<file path="src/rtl/alu_fault_pkg.sv">
package alu_fault_pkg;
  localparam int OP_W = 4;

  typedef enum logic [OP_W-1:0] {
    OP_AND  = 4'd0,
    OP_OR   = 4'd1,
    OP_ADD  = 4'd2,
    OP_SUB  = 4'd3,
    OP_XOR  = 4'd4,
    OP_SLT  = 4'd5,
    OP_SLTU = 4'd6,
    OP_SLL  = 4'd7,
    OP_SRL  = 4'd8,
    OP_SRA  = 4'd9
  } alu_op_e;

  typedef enum logic [1:0] {
    SH_LEFT  = 2'd0,
    SH_RIGHT = 2'd1,
    SH_ARITH = 2'd2
  } shift_kind_e;
endpackage

</file>
<file path="src/rtl/alu_addsub.sv">
module alu_addsub #(
  parameter int WIDTH = 32
) (
  input  logic [WIDTH-1:0] a,
  input  logic [WIDTH-1:0] b,
  input  logic             sub,
  output logic [WIDTH-1:0] sum,
  output logic             top_bit
);
  localparam int XW = WIDTH + 1;
  logic [XW-1:0] wide;

  always_comb begin
    if (sub) wide = {1'b0, a} - {1'b0, b};
    else     wide = {1'b0, a} + {1'b0, b};
  end

  assign sum     = wide[WIDTH-1:0];
  assign top_bit = wide[XW-1];
endmodule

</file>
<file path="src/rtl/alu_shift.sv">
module alu_shift
  import alu_fault_pkg::*;
#(
  parameter int WIDTH = 32,
  localparam int SHW = $clog2(WIDTH)
) (
  input  logic [WIDTH-1:0] a,
  input  logic [SHW-1:0]   amt,
  input  shift_kind_e      kind,
  output logic [WIDTH-1:0] y
);
  always_comb begin
    unique case (kind)
      SH_LEFT:  y = a << amt;
      SH_RIGHT: y = a >> amt;
      SH_ARITH: y = WIDTH'($signed(a) >>> amt);
      default:  y = '0;
    endcase
  end
endmodule

</file>
<file path="src/rtl/alu_logic_cmp.sv">
module alu_logic_cmp #(
  parameter int WIDTH = 32
) (
  input  logic [WIDTH-1:0] a,
  input  logic [WIDTH-1:0] b,
  output logic [WIDTH-1:0] and_y,
  output logic [WIDTH-1:0] or_y,
  output logic [WIDTH-1:0] xor_y,
  output logic             lt_s,
  output logic             lt_u
);
  assign and_y = a & b;
  assign or_y  = a | b;
  assign xor_y = a ^ b;
  assign lt_s  = $signed(a) < $signed(b);
  assign lt_u  = a < b;
endmodule

</file>
<file path="src/rtl/alu_fault_top.sv">
module alu_fault_top
  import alu_fault_pkg::*;
#(
  parameter int WIDTH = 32,
  localparam int SHW = $clog2(WIDTH)
) (
  input  logic             clk,
  input  logic             rst,
  input  logic [OP_W-1:0]  op_i,
  input  logic [WIDTH-1:0] a_i,
  input  logic [WIDTH-1:0] b_i,
  output logic [WIDTH-1:0] result_o,
  output logic             err_o
);
  logic [WIDTH-1:0] as_sum, sh_y, and_y, or_y, xor_y;
  logic             as_top, lt_s, lt_u, is_sub;
  shift_kind_e      sh_kind;
  logic [WIDTH-1:0] nxt_res;
  logic             nxt_err;

  assign is_sub = (op_i == OP_SUB);

  always_comb begin
    unique case (op_i)
      OP_SRL:  sh_kind = SH_RIGHT;
      OP_SRA:  sh_kind = SH_ARITH;
      default: sh_kind = SH_LEFT;
    endcase
  end

  alu_addsub #(.WIDTH(WIDTH)) u_addsub (
    .a(a_i), .b(b_i), .sub(is_sub), .sum(as_sum), .top_bit(as_top)
  );

  alu_shift #(.WIDTH(WIDTH)) u_shift (
    .a(a_i), .amt(b_i[SHW-1:0]), .kind(sh_kind), .y(sh_y)
  );

  alu_logic_cmp #(.WIDTH(WIDTH)) u_lc (
    .a(a_i), .b(b_i), .and_y(and_y), .or_y(or_y), .xor_y(xor_y),
    .lt_s(lt_s), .lt_u(lt_u)
  );

  always_comb begin
    nxt_res = '0;
    nxt_err = 1'b0;
    case (op_i)
      OP_AND:  nxt_res = and_y;
      OP_OR:   nxt_res = or_y;
      OP_XOR:  nxt_res = xor_y;
      OP_ADD, OP_SUB: begin
        nxt_res = as_sum;
        nxt_err = as_top;
      end
      OP_SLT:  nxt_res = {{(WIDTH-1){1'b0}}, lt_s};
      OP_SLTU: nxt_res = {{(WIDTH-1){1'b0}}, lt_u};
      OP_SLL, OP_SRL, OP_SRA: nxt_res = sh_y;
      default: begin
        nxt_res = '0;
        nxt_err = 1'b1;
      end
    endcase
  end

  always_ff @(posedge clk) begin
    if (rst) begin
      result_o <= '0;
      err_o    <= 1'b0;
    end else begin
      result_o <= nxt_res;
      err_o    <= nxt_err;
    end
  end


  reset_clear_chk: assert property (@(posedge clk)
    rst |=> (result_o == '0 && !err_o));


  illegal_code_chk: assert property (@(posedge clk) disable iff (rst)
    (op_i > OP_SRA) |=> (err_o && result_o == '0));


  logic_no_err_chk: assert property (@(posedge clk) disable iff (rst)
    (op_i == OP_AND || op_i == OP_OR || op_i == OP_XOR) |=> !err_o);


  slt_bool_chk: assert property (@(posedge clk) disable iff (rst)
    (op_i == OP_SLT || op_i == OP_SLTU) |=> (result_o[WIDTH-1:1] == '0 && !err_o));


  shift_zero_chk: assert property (@(posedge clk) disable iff (rst)
    ((op_i == OP_SLL || op_i == OP_SRL || op_i == OP_SRA) && b_i[SHW-1:0] == '0)
      |=> (result_o == $past(a_i) && !err_o));


  sub_equal_chk: assert property (@(posedge clk) disable iff (rst)
    (op_i == OP_SUB && a_i == b_i) |=> (result_o == '0 && !err_o));
endmodule

</file>
<file path="config.mk">
export PLATFORM = sky130hd
export DESIGN_NAME = alu_fault_top
export DESIGN_NICKNAME = d
export VERILOG_FILES = /design/src/rtl/alu_fault_pkg.sv /design/src/rtl/alu_addsub.sv /design/src/rtl/alu_shift.sv /design/src/rtl/alu_logic_cmp.sv /design/src/rtl/alu_fault_top.sv
export SDC_FILE = /design/constraint.sdc
export NUM_CORES = 1
export LEC_CHECK = 0
export ABC_AREA = 1
export BUFFER_PORTS_ARGS = -buffer_cell sky130_fd_sc_hd__buf_2
export CAP_MARGIN = 20
export CORE_ASPECT_RATIO = 0.8
export CORE_MARGIN = 2
export CORE_UTILIZATION = 45
export CTS_BUF_LIST = sky130_fd_sc_hd__clkbuf_4 sky130_fd_sc_hd__clkbuf_8 sky130_fd_sc_hd__clkbuf_16
export CTS_CLUSTER_DIAMETER = 60
export CTS_CLUSTER_SIZE = 10
export DETAILED_ROUTE_END_ITERATION = 10
export HOLD_SLACK_MARGIN = 0.08
export PLACE_DENSITY = 0.65
export SYNTH_ARGS = -nofsm -noshare
export SYNTH_HDL_FRONTEND = slang
export SYNTH_SLANG_ARGS = --single-unit
export TNS_END_PERCENT = 50
</file>
<file path="constraint.sdc">
create_clock -name clk -period 3.2 [get_ports clk]
set_input_delay 0.32 -clock clk [delete_from_list [all_inputs] [get_ports clk]]
set_output_delay 0.32 -clock clk [all_outputs]
set_load 0.01 [all_outputs]
</file>
==> flow_summary.ini <==
[run_status]
status = finished, final reports clean

[setup_path]
critical_path_peak_fanout = 11
crit_path_end_kind = flip-flop
cp-start-kind = input pin
worst-setup-path-type = in -> reg
worstPathRequired_ns = 3.43
arrival_ns = 3.26

[place]
dp.cells = 2571
gp_congestion = 1.02
port-buffer-count = 102
hpwlAfterDp_um = 45400

[cts]
ctsHoldBuffers = 0
clock_sinks = 33
cts_buffers = 5
clkTransAtPathRegs_ns = 0.06
cts_root_buffer = clkbuf_16
clockBufferDepth = 2
cts_tree = built
htreeDepth = 2
post-cts-setup-buffers = 0
cts_resized = 0

[grt]
grt_usage_pct = 42.6
grt.overflow.total = 0
grt_pass1_wl_um = 81000
globalRouteMet2Util_pct = 58.4
antenna_found_initial = 2
grt_max_degree = 68
grtUsageMet1_pct = 62.1
met3_usage_pct = 12.0
grt_pass1_vias = 13100
busiest_layer = met1

[drt]
drt_wl_total_um = 56000
final_antenna_net_count = 0
post-route-drc-count = 0
dr.pass1.iters = 6
vias = 15200
vias_per_cell = 5.87
wl_per_cell_um = 21.7
first_iter_violations = 2146

[job]
cap_viol_max_count = 0

[logic_synthesis]
synth-edff-count = 0
syn_area_per_cell_um2 = 4.97
ys.flop_type = dfxtp_1
synthesis.nets = 2392
syn-cell-area_mm2 = 0.0110
ys_ff_latch = 33
ys_types = 44
synth_warnings = 0
synthCells = 2220
ys_seq_area_share_pct = 5.99
async_flop_share_pct = 0

[cells_and_area]
layout-drive-gt1-share_pct = 7.56
fin_cells = 2581
fillers = 2852
area.growth.synth_to_final_pct = 7.78
final_nets = 2432

[floorplan]
core_area_mm2 = 0.0242
std_cell_rows = 51
start_util_pct = 45.6
die_w_um = 179
die_area_mm2 = 0.0258
die_h_um = 144
pin_count = 103

[sta]
min_period_ns = 3.03
setup_viol = 0
fmax_mhz = 330
rsz0062_at_grt = no
tightest_slew_ns = 0.879
finalHoldViolCount = 0
fin_setup_tns_ns = 0
period_share_pct = 94.7
finalMaxSlewViolations = 0
maxSlewHeadroom_pct = 40.8

[power]
irDropWorstVdd_uv = 223
p_per_area_mw_per_mm2 = 248
total_leakage_power_nw = 6.99

[min_path]
hold_depth = 5
min_path_type = in -> reg
==> synthesized netlist by cell type, types with 19 or more instances <==
cell type	n	area share [%]
nand2_1	819	28
ha_1	100	11
o22ai_1	23	1.3
inv_1	319	11
clkbuf_1	22	0.75
buf_2	52	2.4
nand3_1	360	16
nor3_1	19	0.86
a21oi_1	114	5.2
nor2_1	149	5.1
o21ai_0	59	2.7
dfxtp_1	33	6.0
==> state kept, by name, indices dropped and copies added (netlist names) <==
register / flops
err_o: 1
result_o: 32
==> path summary, 6_finish.rpt <==
path	from	endpoint
setup / recovery	a_i[2]	result_o[9]
hold / removal	op_i[2]	err_o
==> kinds of logic (layout without fill, tap and decap cells) <==
kind of cell / after synthesis / count (layout) / synth area share [%]
other: 0 / 2 / 0
buffers and inverters: 436 / 477 / 16.2
AND/OR/NAND/NOR: 1406 / 1406 / 53.9
flip-flops: 33 / 33 / 5.99
AO/OA/AOI/OAI: 243 / 243 / 12.2
adder cells (fa/ha/maj): 102 / 102 / 11.7
==> cells in the final DEF (no fill, tap or decap), types with 7 or more instances in the layout <==
master	synthesis	final
nand2_1	819	819
nand3_1	360	360
inv_1	319	317
nor2_1	149	149
a21oi_1	114	114
buf_2	52	102
ha_1	100	100
o21ai_0	59	59
dfxtp_1	33	33
buf_4	14	32
o22ai_1	23	23
nor3_1	19	19
nand4_1	16	16
and2_1	13	13
o211ai_1	12	12
inv_2	8	10
o21bai_1	9	9
o21ai_1	8	7
nand3b_1	7	7
o221ai_1	7	7
==> where the power goes <==
| part | switching [W] | internal, W |
|---|---|---|
| registers | 0.0000184 | 0.000440 |
| logic | 0.00141 | 0.000552 |
| clock network | 0.000240 | 0.000287 |
| total | 0.00167 | 0.00128 |
==> layer usage <==
metal  vias up  wire (µm)  share of wire (%)
met5         -         23              0.041
met4         4       2330                4.2
met3       121       7230                 13
met2      1015      21300                 38
met1      6892      25200                 45
li1       7131          -                  -
==> worst max-delay path, stage by stage <==
cell and delay (ns):
buf_2 0.16, inv_1 0.06, ha_1 0.56, inv_1 0.18
nand2_1 0.09, nand2_1 0.06, nand2_1 0.08, nand3_1 0.12
nand2_1 0.08, nand2_1 0.09, o21ai_0 0.44, nor2_1 0.07
o21ai_0 0.72, nor2_1 0.11, nor2_1 0.11
==> area by class of cell <==
type	instances	area, µm²	share of cell area [%]
inverter	330	1240	10.4
multi-input combinational	1751	8600	72.3
clock buffer	5	125	1.05
sequential	33	661	5.55
antenna	2	5.00	0.0421
tap	318	398	3.35
timing repair buffer	139	851	7.15
clock inverter	3	17.5	0.147
==> per-stage QoR <==
step / setup slack, ns / instance area [µm²] / util (%) / hold slack, ns / power, W
2_1_floorplan: 0.636 / 11000 / - / 0.546 / 0.00168
3_3_place_gp: 0.0408 / 11700 / 48.6 / 0.714 / 0.00233
3_5_place_dp: 0.0312 / 11700 / 48.6 / 0.720 / 0.00233
4_1_cts: 0.309 / 11900 / 49.2 / 0.430 / 0.00286
5_1_grt: 0.0542 / 11900 / 49.2 / 0.457 / 0.00313
6_report: 0.170 / 11900 / 49.2 / 0.443 / 0.00295
Note: power is estimated with default switching activity, not from simulation.
